===== src/rtl/pdiv_pkg.sv =====
package pdiv_pkg;

  // Side-band that travels with each slot through the pipeline
  typedef struct packed {
    logic valid;   // slot holds a real operand pair
    logic neg_q;   // quotient must be negated
    logic neg_r;   // numerator was negative
    logic dz;      // denominator was zero
  } pdiv_tag_t;

endpackage


===== src/rtl/pdiv_prep.sv =====
module pdiv_prep
  import pdiv_pkg::*;
#(
  parameter int DW     = 8,
  parameter bit SIGNED = 1'b1
) (
  input  logic          in_valid,
  input  logic [DW-1:0] num,
  input  logic [DW-1:0] den,
  output pdiv_tag_t     tag_o,
  output logic [DW-1:0] num_mag,
  output logic [DW-1:0] den_mag
);

  logic num_neg, den_neg;

  always_comb begin
    num_neg = SIGNED && num[DW-1];
    den_neg = SIGNED && den[DW-1];
    // Two's-complement magnitude; the most negative value maps to 2^(DW-1)
    num_mag = num_neg ? (~num + 1'b1) : num;
    den_mag = den_neg ? (~den + 1'b1) : den;
    tag_o.valid = in_valid;
    tag_o.neg_q = num_neg ^ den_neg;
    tag_o.neg_r = num_neg;
    tag_o.dz    = (den == '0);
  end

endmodule


===== src/rtl/pdiv_stage.sv =====
module pdiv_stage
  import pdiv_pkg::*;
#(
  parameter int DW    = 8,
  parameter int ITERS = 1
) (
  input  logic          clk,
  input  logic          rst_n,
  input  logic          en,
  input  pdiv_tag_t     tag_i,
  input  logic [DW-1:0] rem_i,
  input  logic [DW-1:0] acc_i,
  input  logic [DW-1:0] den_i,
  output pdiv_tag_t     tag_o,
  output logic [DW-1:0] rem_o,
  output logic [DW-1:0] acc_o,
  output logic [DW-1:0] den_o
);

  logic [DW-1:0] r_n, a_n;
  logic [DW:0]   sh;
  logic [DW+1:0] trial;

  // ITERS restoring steps: the partial remainder picks up the next numerator
  // bit, and the quotient bit shifts into the bottom of the accumulator.
  always_comb begin
    r_n   = rem_i;
    a_n   = acc_i;
    sh    = '0;
    trial = '0;
    for (int k = 0; k < ITERS; k++) begin
      sh    = {r_n, a_n[DW-1]};
      a_n   = {a_n[DW-2:0], 1'b0};
      trial = {1'b0, sh} - {2'b00, den_i};
      if (!trial[DW+1]) begin
        r_n    = trial[DW-1:0];
        a_n[0] = 1'b1;
      end else begin
        r_n = sh[DW-1:0];
      end
    end
  end

  always_ff @(posedge clk) begin
    if (!rst_n) begin
      tag_o <= '0;
      rem_o <= '0;
      acc_o <= '0;
      den_o <= '0;
    end else if (en) begin
      tag_o <= tag_i;
      rem_o <= r_n;
      acc_o <= a_n;
      den_o <= den_i;
    end
  end

  // The stored partial remainder never reaches the divisor magnitude
  AST_REM_BELOW_DEN: assert property (@(posedge clk) disable iff (!rst_n)
    (tag_o.valid && !tag_o.dz) |-> (rem_o < den_o));

endmodule


===== src/rtl/pdiv_fix.sv =====
module pdiv_fix
  import pdiv_pkg::*;
#(
  parameter int DW     = 8,
  parameter bit SIGNED = 1'b1
) (
  input  logic          clk,
  input  logic          rst_n,
  input  pdiv_tag_t     tag_i,
  input  logic [DW-1:0] rem_u,
  input  logic [DW-1:0] quo_u,
  output logic          out_valid,
  output logic [DW-1:0] quo,
  output logic [DW-1:0] rem,
  output logic          div_zero
);

  localparam logic [DW-1:0] QMAX = SIGNED ? {1'b0, {(DW-1){1'b1}}} : {DW{1'b1}};
  localparam logic [DW-1:0] QMIN = SIGNED ? {1'b1, {(DW-1){1'b0}}} : '0;

  always_comb begin
    out_valid = tag_i.valid;
    div_zero  = tag_i.valid && tag_i.dz;
    rem       = tag_i.neg_r ? (~rem_u + 1'b1) : rem_u;
    if (tag_i.dz)
      quo = tag_i.neg_r ? QMIN : QMAX;
    else
      quo = tag_i.neg_q ? (~quo_u + 1'b1) : quo_u;
  end

  AST_DZ_SATURATES: assert property (@(posedge clk) disable iff (!rst_n)
    div_zero |-> (quo == ((SIGNED && rem[DW-1]) ? QMIN : QMAX)));

  AST_REM_SIGN: assert property (@(posedge clk) disable iff (!rst_n)
    (out_valid && rem != '0) |-> (rem[DW-1] == (SIGNED ? tag_i.neg_r : rem[DW-1])));

endmodule


===== src/rtl/pdiv_top.sv =====
module pdiv_top
  import pdiv_pkg::*;
#(
  parameter int DW     = 8,
  parameter int ITERS  = 1,
  parameter bit SIGNED = 1'b1
) (
  input  logic          clk,
  input  logic          rst_n,
  input  logic          en,
  input  logic          in_valid,
  input  logic [DW-1:0] num,
  input  logic [DW-1:0] den,
  output logic          out_valid,
  output logic [DW-1:0] quo,
  output logic [DW-1:0] rem,
  output logic          div_zero
);

  localparam int NSTG = DW / ITERS;

  pdiv_tag_t     tag_s [NSTG+1];
  logic [DW-1:0] rem_s [NSTG+1];
  logic [DW-1:0] acc_s [NSTG+1];
  logic [DW-1:0] den_s [NSTG+1];

  assign rem_s[0] = '0;

  pdiv_prep #(.DW(DW), .SIGNED(SIGNED)) u_prep (
    .in_valid(in_valid), .num(num), .den(den),
    .tag_o(tag_s[0]), .num_mag(acc_s[0]), .den_mag(den_s[0])
  );

  for (genvar s = 0; s < NSTG; s++) begin : g_stage
    pdiv_stage #(.DW(DW), .ITERS(ITERS)) u_stage (
      .clk(clk), .rst_n(rst_n), .en(en),
      .tag_i(tag_s[s]), .rem_i(rem_s[s]), .acc_i(acc_s[s]), .den_i(den_s[s]),
      .tag_o(tag_s[s+1]), .rem_o(rem_s[s+1]), .acc_o(acc_s[s+1]), .den_o(den_s[s+1])
    );
  end

  pdiv_fix #(.DW(DW), .SIGNED(SIGNED)) u_fix (
    .clk(clk), .rst_n(rst_n), .tag_i(tag_s[NSTG]),
    .rem_u(rem_s[NSTG]), .quo_u(acc_s[NSTG]),
    .out_valid(out_valid), .quo(quo), .rem(rem), .div_zero(div_zero)
  );

  AST_STALL_HOLDS: assert property (@(posedge clk) disable iff (!rst_n)
    !en |=> ($stable(out_valid) && $stable(quo) && $stable(rem) && $stable(div_zero)));

  AST_BUBBLE_NO_FLAG: assert property (@(posedge clk) disable iff (!rst_n)
    !out_valid |-> !div_zero);

endmodule


===== config.mk =====
export PLATFORM = sky130hd
export DESIGN_NAME = pdiv_top
export DESIGN_NICKNAME = d
export VERILOG_FILES = /design/src/rtl/pdiv_pkg.sv /design/src/rtl/pdiv_prep.sv /design/src/rtl/pdiv_stage.sv /design/src/rtl/pdiv_fix.sv /design/src/rtl/pdiv_top.sv
export SDC_FILE = /design/constraint.sdc
export NUM_CORES = 1
export LEC_CHECK = 0
export BUFFER_PORTS_ARGS = -buffer_cell sky130_fd_sc_hd__buf_2
export CAP_MARGIN = 15
export CORE_AREA = 2 2 171 173
export CTS_CLUSTER_SIZE = 8
export DETAILED_ROUTE_END_ITERATION = 10
export DIE_AREA = 0 0 173 175
export PLACE_DENSITY = 0.64
export SYNTH_ARGS = -nofsm -noshare
export SYNTH_HDL_FRONTEND = slang
export SYNTH_SLANG_ARGS = --single-unit
export TNS_END_PERCENT = 1

===== constraint.sdc =====
create_clock -name clk -period 2.55 [get_ports clk]
set_input_delay 0.51 -clock clk [delete_from_list [all_inputs] [get_ports clk]]
set_output_delay 0.51 -clock clk [all_outputs]
set_load 0.02 [all_outputs]

Word level (Yosys, flattened, before mapping) --
Cells that the tools add are included. Widths: inputs -> output; s select.
Operators by class: add/subtract/negate cells 12, reductions and logical operators 2, bitwise gates (word level) 5, mux-type cells 22
Operators with widths (count):
- $mux 8 | 14
- $sub 9x8->10 | 7
- $add 8x1->8 const B | 4
- $not 8->8 | 4
- $sub 1x8->9 | 1
- $logic_not 8->1 | 1
- $mux 1 | 8
- $logic_and 1x1->1 | 1
- $xor 1x1->1 | 1
Storage, ports and cells: output and inout port bits 18, register bits 216, bits of input ports 20

Logic depth before layout (Yosys ltp) --
Gate-level depths: netlist of run 1.
depth in word-level cells 5, mapped depth 10, gate-level depth less buffers 10

Hierarchy --
Synthesis of run 1 repeated with hierarchy kept, for this count alone.
Unflattened totals: cells, all modules 1422, area total of the unflattened synthesis 12799.8 um2
By module, submodules not included:
- pdiv_stage (g_stage[0].u_stage ...) | times used 4, area each 1482.7 um2, cells each 162
- pdiv_stage (g_stage[1].u_stage ...) | times used 3, area each 1514.0 um2, cells each 163
- pdiv_stage (g_stage[6].u_stage) | times used 1, area each 1508.9 um2, cells each 164
- pdiv_fix | times used 1, area each 466.7 um2, cells each 70
- pdiv_prep | times used 1, area each 347.8 um2, cells each 50
- pdiv_top | times used 1, area each 3.8 um2, cells each 1

Least setup slack after synthesis of run 1 --
No wires, ideal clock.
path kind input -> register, start input port num[5], end register g_stage[0].u_stage.rem_o[0], slack 0.262 ns, cell stages on the path 10, arrival 2.222 ns, data required time 2.484 ns, cell sequence nor4_1 -> nand4b_1 -> ha_1 -> inv_1 -> ha_1 -> o41ai_1 -> a211oi_2 -> o2111ai_2 -> mux2_4 -> a21oi_2
Between the ends: word-level cells in the longest chain between the ends 5
Ends and longest elaborated chain:
- from (decl) | RTL line pdiv_top.sv:12 | input logic [DW-1:0] num,
- $not 8->8 * | RTL line pdiv_prep.sv:21 | num_mag = num_neg ? (~num + 1'b1) : num;
- $add 8x1->8 * | RTL line pdiv_prep.sv:21
- $mux 8 * | RTL line pdiv_prep.sv:21
- $sub 1x8->9 | RTL line pdiv_stage.sv:34 | trial = {1'b0, sh} - {2'b00, den_i};
- $mux 8 * | RTL line pdiv_stage.sv:35 | if (!trial[DW+1]) begin
- to (signal assigned) | RTL line pdiv_stage.sv:52 | rem_o <= r_n;
- to (decl) | RTL line pdiv_stage.sv:15 | output logic [DW-1:0] rem_o,
Every way passes the cells marked *; elsewhere a longest branch is shown, timed or not. A chain may end at the register's enable or synchronous reset.

Worst setup path after layout of run 1 --
start register g_stage[7].u_stage.acc_o[4], end output port quo[7]
Between the ends: word-level cells in the longest chain between the ends 4
Ends and longest elaborated chain:
- from (decl) | RTL line pdiv_stage.sv:16 | output logic [DW-1:0] acc_o,
- from (signal assigned) | RTL line pdiv_stage.sv:53 | acc_o <= a_n;
- $not 8->8 | RTL line pdiv_fix.sv:28 | quo = tag_i.neg_q ? (~quo_u + 1'b1) : quo_u;
- $add 8x1->8 | RTL line pdiv_fix.sv:28
- $mux 8 | RTL line pdiv_fix.sv:28
- $mux 8 | RTL line pdiv_fix.sv:25 | if (tag_i.dz)
- to (decl) | RTL line pdiv_top.sv:15 | output logic [DW-1:0] quo,
Every way passes these cells.

==> flow_summary.json, run 1 <==
{
  "status": "finished, final reports clean",
  "regArea_um2": 4330,
  "wirelength_mm": 22.6,
  "period_needed_ns": 2.48,
  "syn_area_per_cell_um2": 9.27,
  "critPathSlowestCell": "dfxtp_2",
  "period_share_pct": 97.4,
  "cellLeakagePower_nw": 5.12,
  "ant_nets": 0,
  "yosys-top-cells-area": "dfxtp_1, mux2i_1, nor2b_1",
  "hp-class": "primary input to flop",
  "multi_input_area_um2": 6400,
  "gp_congestion": 0.819,
  "synth_top_area_share_pct": 38.4,
  "dp_hpwl_mm": 15.4,
  "synth_seq_cells": 216,
  "synth_flop_cell": "dfxtp_1",
  "die_w_um": 173,
  "vias": 8304,
  "placedCellCount": 1585,
  "antenna_cells": 0,
  "synth_edf_count": 0,
  "die_area_um2": 30300,
  "antenna_found_initial": 0,
  "synthCells": 1214,
  "fillers": 2748,
  "top_level_ports": 38,
  "crit_path_cell_trace": "nor3_4, nand2_2, o31ai_4, xnor2_1, mux2_2, buf_2",
  "initial_utilization_pct": 39.6,
  "clock_path_buffers": 3,
  "synth-async-reset-ratio_pct": 0,
  "layout_common_cells": "dfxtp_1, mux2i_1, nor2b_1, nand2_1, inv_1",
  "yosys_warnings": 0,
  "io_buffers": 37,
  "peakVddDrop_mv": 0.448,
  "worstSetupPathType": "flop to output pin",
  "ys_seq_area_share_pct": 38.4,
  "path_max_fanout": 4,
  "max_stage_delay_ns": 0.35,
  "viasPerCell": 5.14,
  "yosysTopAreaCell": "dfxtp_1",
  "pwr_density_cell_nw_per_um2": 696,
  "relSlewSlack_pct": 52.7,
  "first_global_vias": 7877,
  "final_cells": 1616,
  "numCtsBuffers": 30,
  "syn_to_final_growth_pct": 12.5,
  "timing.final.hold_violations": 0,
  "dieHeight_um": 175,
  "fmax_mhz": 403,
  "worst-endpoint-arrival_ns": 1.97,
  "grt_pass1_wl_mm": 38.0,
  "synth_nets": 1304,
  "grt.overflow.total": 0,
  "p_total_mw": 8.81,
  "coreArea_um2": 28400,
  "worst_setup_path_start_kind": "flop",
  "cts-root-buf": "clkbuf_16",
  "maxSlewViolCount": 0,
  "numClockSinks": 216,
  "final_common_cell": "dfxtp_1",
  "grt_max_degree": 93,
  "track_usage_pct": 14.7,
  "skew_ns": 0.0135,
  "final_util_pct": 44.6,
  "cts_tree": "yes",
  "finalSetupViolCount": 0,
  "drtIter0Drc": 367,
  "required_ns": 2.04,
  "worstMarginPinSlew_ns": 0.710,
  "routedWlPerCell_um": 14.0,
  "post_synth_num_cell_types": 57,
  "post-cts-setup-buffers": 0,
  "firstDrtPassIters": 4,
  "cts.htree.levels": 1,
  "drc": 0,
  "nets": 1323,
  "cap_violations": 0,
  "cp_top_family": "flip-flops",
  "syn_area_um2": 11200,
  "crit_path_end_kind": "output pin",
  "crit_buf_inv": 1,
  "clkTransAtPathRegs_ns": 0.05,
  "clk_latency_ns": 0.54,
  "hold_buffers": 0,
  "drive_gt1_share_pct": 8.12,
  "rows": 62
}
## cell type report
type                            count  share of cell area [%]
Timing Repair Buffer               55                    3.12
Multi-Input combinational cell    857                    50.6
Sequential cell                   216                    34.2
Tap cell                          384                    3.80
Clock buffer                       31                    6.13
Inverter                           73                    2.17
## synth_stat cells, types with 9 or more instances
| cell | n |
|---|---|
| a21boi_0 | 9 |
| a21oi_1 | 42 |
| a31oi_1 | 9 |
| buf_2 | 19 |
| clkbuf_1 | 45 |
| dfxtp_1 | 216 |
| ha_1 | 63 |
| inv_1 | 73 |
| mux2i_1 | 152 |
| nand2_1 | 84 |
| nand3_1 | 15 |
| nor2_1 | 50 |
| nor2b_1 | 146 |
| nor3_1 | 19 |
| o211a_1 | 20 |
| o21a_1 | 18 |
| o21ai_0 | 56 |
| o311ai_0 | 16 |
| o31ai_1 | 24 |
| xnor2_1 | 30 |
| xor2_1 | 19 |
## per-stage QoR
step / instance area (µm²) / hold slack [ns] / TNS (ns) / worst slack, ns
CTS: 12600 / 0.228 / 0 / 0.0409
detailed placement: 11800 / 0.451 / -0.377 / -0.0976
floorplan: 11200 / 0.426 / 0 / 0.262
global placement: 11800 / 0.447 / 0 / 0.0587
finish: 12700 / 0.254 / 0 / 0.0665
global route: 12700 / 0.297 / -0.0302 / -0.0302
## kinds of logic after synthesis
family	synth area share, %
adder cells (fa/ha/maj)	8.25
flip-flops	38.4
AO/OA/AOI/OAI	15.2
buffers and inverters	4.96
XOR/XNOR	3.82
multiplexers	13.8
AND/OR/NAND/NOR	15.6
## worst paths after layout
check	start	to	slack (ns)	cells after the start
worst max-delay path	g_stage[7].u_stage.acc_o[4]$_SDFFE_PN0P_	quo[7]	0.07	6
worst min-delay path	in_valid	g_stage[0].u_stage.tag_o[3]$_SDFFE_PN0P_	0.25	3
worst max register to register	g_stage[6].u_stage.den_o[1]$_SDFFE_PN0P_	g_stage[7].u_stage.rem_o[5]$_SDFFE_PN0P_	0.28	8
worst min register to register	g_stage[5].u_stage.rem_o[7]$_SDFFE_PN0P_	g_stage[5].u_stage.rem_o[7]$_SDFFE_PN0P_	0.46	2
## report_power, final
group	switching (mW)	leakage (nW)	internal, mW
clock network	1.33	0.382	2.10
registers	0.124	1.75	3.54
logic	0.960	2.98	0.754
total	2.42	5.12	6.39
## worst reg2reg max path, stage by stage, from the launching register on
cell and delay, ns:
dfxtp_1 0.37, inv_1 0.06, ha_1 0.28, nor2b_1 0.14, o31a_1 0.31, o311ai_2 0.29
and2_1 0.41, or3b_1 0.18, a31oi_1 0.07
## layer usage
layer / wire length [µm] / GRT usage [%] / share of wire [%]
met1: 11100 / 19.7 / 49
met5: 0 / 0 / 0
met4: 379 / 3.60 / 1.7
met2: 10300 / 24.6 / 45
met3: 821 / 2.37 / 3.6
## timing repair
item                                    CTS  global route
resized for setup                         1             6
gates cloned                              0             0
pin swaps                                 0             3
endpoints found under the setup margin    1             1
## state kept, by name, indices dropped and copies added, names as in the netlist
| name | cells |
|---|---|
| g_stage.u_stage.acc_o | 64 |
| g_stage.u_stage.tag_o | 32 |
| g_stage.u_stage.rem_o | 64 |
| g_stage.u_stage.den_o | 56 |
Power figures use the tool's default switching activity.
==> inputs of run 2 (changes only) <==
==> constraint.sdc (replaced) <==
create_clock -name clk -period 2.55 [get_ports clk]
set_input_delay 0 -clock clk [delete_from_list [all_inputs] [get_ports clk]]
set_output_delay 0 -clock clk [all_outputs]
set_load 0.02 [all_outputs]
==> run 2 against run 1 <==
- hold slack got worse by 0.23 ns
- sequential cell count is the same
- design area up 1.5%
- via count is 0.16% higher
- power is essentially flat
==> flow_summary.json, run 2 (same netlist as run 1, synthesis figures left out) <==
{
  "status": "finished, final reports clean",
  "post-cts-setup-buffers": 0,
  "power_frac_comb_pct": 19.6,
  "antenna_cells": 0,
  "grt_max_degree": 80,
  "final_common_cell": "dfxtp_1",
  "peakVddDrop_mv": 0.391,
  "required_ns": 2.94,
  "die_w_um": 173,
  "initial_utilization_pct": 39.6,
  "relSlewSlack_pct": 55.3,
  "rows": 62,
  "top_level_ports": 38,
  "wirelength_mm": 22.6,
  "skew_ns": 0.00982,
  "max_stage_delay_ns": 0.40,
  "timing.final.hold_violations": 0,
  "finalSetupViolCount": 0,
  "critPathSlowestCell": "and2_1",
  "post-place-ws_ns": 0.258,
  "worst_setup_path_start_kind": "flop",
  "antenna_found_initial": 0,
  "numClockSinks": 216,
  "dieHeight_um": 175,
  "pwr-share-seq_pct": 41.7,
  "io_buffers": 37,
  "drc": 0,
  "p_int_mw": 6.40,
  "clk_latency_ns": 0.53,
  "grt.overflow.total": 0,
  "period_share_pct": 87.6,
  "dp_hpwl_mm": 15.3,
  "routedWlPerCell_um": 13.8,
  "track_usage_pct": 14.8,
  "crit_buf_inv": 1,
  "maxSlewViolCount": 0,
  "nets": 1348,
  "viasPerCell": 5.07,
  "top_regs": "g_stage.u_stage.acc_o x64, g_stage.u_stage.rem_o x64, g_stage.u_stage.den_o x56",
  "gp_congestion": 0.869,
  "rsz0062_at_grt": "false",
  "swShare_pct": 27.3,
  "clkPwrFrac_pct": 38.8,
  "crit_path_cell_trace": "inv_1, ha_1, nor2b_1, o31a_1, o311ai_2, and2_1, a211o_1, a31oi_1",
  "die_area_um2": 30300,
  "numCtsBuffers": 30,
  "path_max_fanout": 12,
  "first_global_vias": 8003,
  "worst-endpoint-arrival_ns": 2.62,
  "setup_ws_ns": 0.315,
  "clkTransAtPathRegs_ns": 0.05,
  "drive_gt1_share_pct": 7.48,
  "fmax_mhz": 447,
  "worstSetupPathType": "flop to flop",
  "drtIter0Drc": 364,
  "cellLeakagePower_nw": 5.19,
  "cap_violations": 0,
  "cp_top_family": "compound AO/OA/AOI/OAI gates",
  "worstMarginPinSlew_ns": 0.671,
  "vias": 8317,
  "cts_tree": "yes",
  "syn_to_final_growth_pct": 14.1,
  "cts.htree.levels": 1,
  "period_needed_ns": 2.23,
  "p_total_mw": 8.80,
  "pwr_density_cell_nw_per_um2": 686,
  "ant_nets": 0,
  "clock_path_buffers": 3,
  "grt_pass1_wl_mm": 38.3,
  "coreArea_um2": 28400,
  "hp-class": "primary input to flop",
  "crit_path_end_kind": "flop",
  "firstDrtPassIters": 4,
  "fin_tns_setup_ns": 0,
  "power.switching_mw": 2.40,
  "layout_common_cells": "dfxtp_1, mux2i_1, nor2b_1, nand2_1, inv_1",
  "cts-root-buf": "clkbuf_16"
}
## run 2: cell count changes in the layout (fill, tap and decap cells not counted), sizes merged
cell / change
dlygate4sd3: +27
buf: -2
## run 2: worst paths after layout
path | startpoint | end | slack (ns) | cells after the start
worst max-delay path | g_stage[6].u_stage.den_o[1]$_SDFFE_PN0P_ | g_stage[7].u_stage.rem_o[3]$_SDFFE_PN0P_ | 0.32 | 8
worst min-delay path | den[5] | g_stage[0].u_stage.den_o[5]$_SDFFE_PN0P_ | 0.02 | 5
worst max register to register | g_stage[6].u_stage.den_o[1]$_SDFFE_PN0P_ | g_stage[7].u_stage.rem_o[3]$_SDFFE_PN0P_ | 0.32 | 8
worst min register to register | g_stage[5].u_stage.rem_o[7]$_SDFFE_PN0P_ | g_stage[5].u_stage.rem_o[7]$_SDFFE_PN0P_ | 0.46 | 2
## run 2: tightest hold or removal path, cell delays in order
cell and delay, ns:
buf_2 0.14, inv_1 0.10, xnor2_1 0.07, nand2_1 0.07, o211a_1 0.13
## run 2: layout make-up
class,count,area [µm²]
clock buffers,31,776
multi-input cells,857,6380
well taps,384,480
inverters,73,274
repair buffers,80,601
flip-flops and latches,216,4320
fillers,2758,15600
## run 2: power by group through the flow
stage	Sequential, mW	Clock (mW)	Combinational, mW
after floorplan	3.69	0	1.33
after global placement	3.73	0	1.62
after detailed placement	3.73	0	1.67
after CTS	3.67	3.52	1.71
after global routing	3.69	3.64	1.91
final	3.67	3.41	1.72
## run 2: layer usage
layer	wire [µm]	up-vias	global-route usage [%]
met5	0	-	0
met1	11300	3811	19.7
li1	-	4317	-
met3	769	44	2.15
met2	10000	145	24.8
met4	554	0	4.77
## run 2: per-stage QoR
step | cells | util, % | hold slack (ns) | instance area (µm²)
final | 1641 | 45.2 | 0.0200 | 12800
after global routing | 1641 | 45.2 | 0.0482 | 12800
after CTS | 1641 | 45.2 | 0.00305 | 12800
after detailed placement | 1583 | 41.5 | 0.277 | 11800
after global placement | 1583 | 41.5 | 0.269 | 11800
after floorplan | 1214 | - | 0.169 | 11200
## run 2: what timing repair did
| action | in CTS | in global routing |
|---|---|---|
| hold buffers | 27 | 0 |
| gates resized for setup | 0 | 2 |
| endpoints found under the hold margin | 60 | 0 |
| endpoints found under the setup margin | 0 | 4 |
==> inputs of run 3 (changes only) <==
--- a/config.mk
+++ b/config.mk
@@ -5,14 +5,16 @@
 export SDC_FILE = /design/constraint.sdc
 export NUM_CORES = 1
 export LEC_CHECK = 0
-export BUFFER_PORTS_ARGS = -buffer_cell sky130_fd_sc_hd__buf_2
 export CAP_MARGIN = 15
-export CORE_AREA = 2 2 171 173
+export CORE_AREA = 2 2 182 184
 export CTS_CLUSTER_SIZE = 8
 export DETAILED_ROUTE_END_ITERATION = 10
-export DIE_AREA = 0 0 173 175
-export PLACE_DENSITY = 0.64
+export DIE_AREA = 0 0 184 186
+export DONT_BUFFER_PORTS = 1
+export HOLD_SLACK_MARGIN = 0.12
+export PLACE_DENSITY = 0.63
 export SYNTH_ARGS = -nofsm -noshare
 export SYNTH_HDL_FRONTEND = slang
+export SYNTH_HIERARCHICAL = 1
 export SYNTH_SLANG_ARGS = --single-unit
 export TNS_END_PERCENT = 1
==> run 3 against run 2 <==
- design area up 23%
- synthesized cell count grew 15%
- cell count rose by 22%
- setup slack got worse by 0.27 ns
- sequential cell count stayed put
- critical path depth up 1
- clock power rose by 2%
- register-to-register slack got worse by 0.27 ns
- core utilization up 3.8 points
- clock skew fell by 0.0012 ns
==> flow_summary.json, run 3 <==
{
  "syn_to_final_growth_pct": 26.1,
  "drive_gt1_share_pct": 9.31,
  "track_usage_pct": 17.4,
  "die_area_um2": 34200,
  "top_regs": "g_stage.u_stage/acc_o x64, g_stage.u_stage/rem_o x64, g_stage.u_stage/den_o x56",
  "cap_violations": 0,
  "worstSetupPathType": "flop to flop",
  "yosys_warnings": 6,
  "final_common_cell": "nor2_1",
  "drtIter0Drc": 647,
  "pwr-share-seq_pct": 35.7,
  "worstMarginPinSlew_ns": 0.821,
  "relSlewSlack_pct": 45.2,
  "dieHeight_um": 186,
  "period_needed_ns": 2.51,
  "path_max_fanout": 3,
  "skew_ns": 0.00861,
  "drc": 0,
  "cts-root-buf": "clkbuf_16",
  "io_buffers": 0,
  "pwr_density_cell_nw_per_um2": 682,
  "cts.htree.levels": 1,
  "dp_hpwl_mm": 18.4,
  "die_w_um": 184,
  "final_cells": 1998,
  "post-place-ws_ns": 0.329,
  "status": "finished, final reports clean",
  "required_ns": 2.97,
  "power.switching_mw": 3.44,
  "p_int_mw": 7.33,
  "first_global_vias": 10312,
  "viasPerCell": 5.28,
  "numClockSinks": 216,
  "swShare_pct": 32.0,
  "synthCells": 1398,
  "power_frac_comb_pct": 32.0,
  "nets": 1686,
  "vias": 10559,
  "gp_congestion": 0.866,
  "routedWlPerCell_um": 15.5,
  "period_share_pct": 98.3,
  "rsz0062_at_grt": "true",
  "clock_path_buffers": 3,
  "clkTransAtPathRegs_ns": 0.06,
  "top_level_ports": 38,
  "crit_path_end_kind": "flop",
  "peakVddDrop_mv": 0.540,
  "hp-class": "primary input to flop",
  "grt_pass1_wl_mm": 49.7,
  "syn_area_um2": 12500,
  "grt_max_degree": 297,
  "wirelength_mm": 30.9,
  "antenna_found_initial": 2,
  "layout_common_cells": "nor2_1, dfxtp_1, dlygate4sd3_1, mux2i_1, inv_1",
  "setup_ws_ns": 0.0441,
  "worst_setup_path_start_kind": "flop",
  "firstDrtPassIters": 5,
  "final_util_pct": 49.0,
  "clkPwrFrac_pct": 32.3,
  "coreArea_um2": 32200,
  "cellLeakagePower_nw": 6.03,
  "cts_tree": "yes",
  "worst-endpoint-arrival_ns": 2.93,
  "timing.final.hold_violations": 0,
  "clk_latency_ns": 0.54,
  "initial_utilization_pct": 38.9,
  "rows": 66,
  "ant_nets": 0,
  "fillers": 2955,
  "finalSetupViolCount": 0,
  "placedCellCount": 1750,
  "numCtsBuffers": 30,
  "grt.overflow.total": 0,
  "fmax_mhz": 399,
  "syn_area_per_cell_um2": 8.96,
  "maxSlewViolCount": 0
}
==> run 3: layout make-up <==
type                    instances  area (µm²)  area share, %
clock buffers                  31         776           4.91
diodes                          1        2.50         0.0158
multi-input cells            1019        7580           48.0
inverters                     105         394           2.50
repair buffers                218        2200           13.9
flip-flops and latches        216        4330           27.4
well taps                     408         510           3.23
==> run 3: critical path, cell delays in order, from the launching register on <==
cell	delay, ns
dfxtp_1	0.37
inv_1	0.06
ha_1	0.22
fa_1	0.40
nand2b_1	0.20
a21oi_2	0.18
mux2i_1	0.20
a21o_1	0.13
a31oi_1	0.07
dlygate4sd3_1	0.56
==> run 3: power by group through the flow <==
stage | Sequential, mW | Clock [mW] | Combinational [mW]
2_1_floorplan | 3.82 | 0 | 2.59
3_3_place_gp | 3.90 | 0 | 2.83
3_5_place_dp | 3.91 | 0 | 2.90
4_1_cts | 3.84 | 3.55 | 3.18
5_1_grt | 3.87 | 3.68 | 3.77
6_report | 3.85 | 3.48 | 3.44
==> run 3: worst paths after layout <==
path | start | end | slack (ns) | cells past startpoint
worst max-delay path | g_stage[6].u_stage/acc_o[7]$_SDFFE_PN0P_ | g_stage[7].u_stage/rem_o[6]$_SDFFE_PN0P_ | 0.04 | 9
worst min-delay path | num[6] | g_stage[0].u_stage/rem_o[0]$_SDFFE_PN0P_ | 0.05 | 3
worst max register to register | g_stage[6].u_stage/acc_o[7]$_SDFFE_PN0P_ | g_stage[7].u_stage/rem_o[6]$_SDFFE_PN0P_ | 0.04 | 9
worst min register to register | g_stage[0].u_stage/acc_o[0]$_SDFFE_PN0P_ | g_stage[0].u_stage/acc_o[0]$_SDFFE_PN0P_ | 0.49 | 2
==> run 3: stage by stage <==
stage	setup TNS, ns	hold slack [ns]	power (mW)	instance area [µm²]
finish	0	0.0513	10.8	15800
global route	-0.379	0.125	11.3	15800
CTS	0	-0.459	10.6	15500
detailed placement	0	0.109	6.81	12700
global placement	0	0.113	6.73	12700
floorplan	0	0.229	6.41	12600
==> run 3: metal layers <==
layer | part of all wire, % | vias to the layer above | routed length [µm] | track usage, %
met1 | 44 | 5031 | 13600 | 21.0
met2 | 49 | 204 | 15200 | 31.3
met4 | 3.0 | 0 | 940 | 5.38
met5 | 0 | - | 0 | 0
li1 | - | 5245 | - | -
met3 | 4.0 | 79 | 1240 | 2.99
==> run 3: what timing repair did <==
item,4_1_cts,5_1_grt
hold buffers,203,4
setup buffers,0,9
resized for setup,0,35
hold endpoints to repair,216,48
setup endpoints to repair,0,27
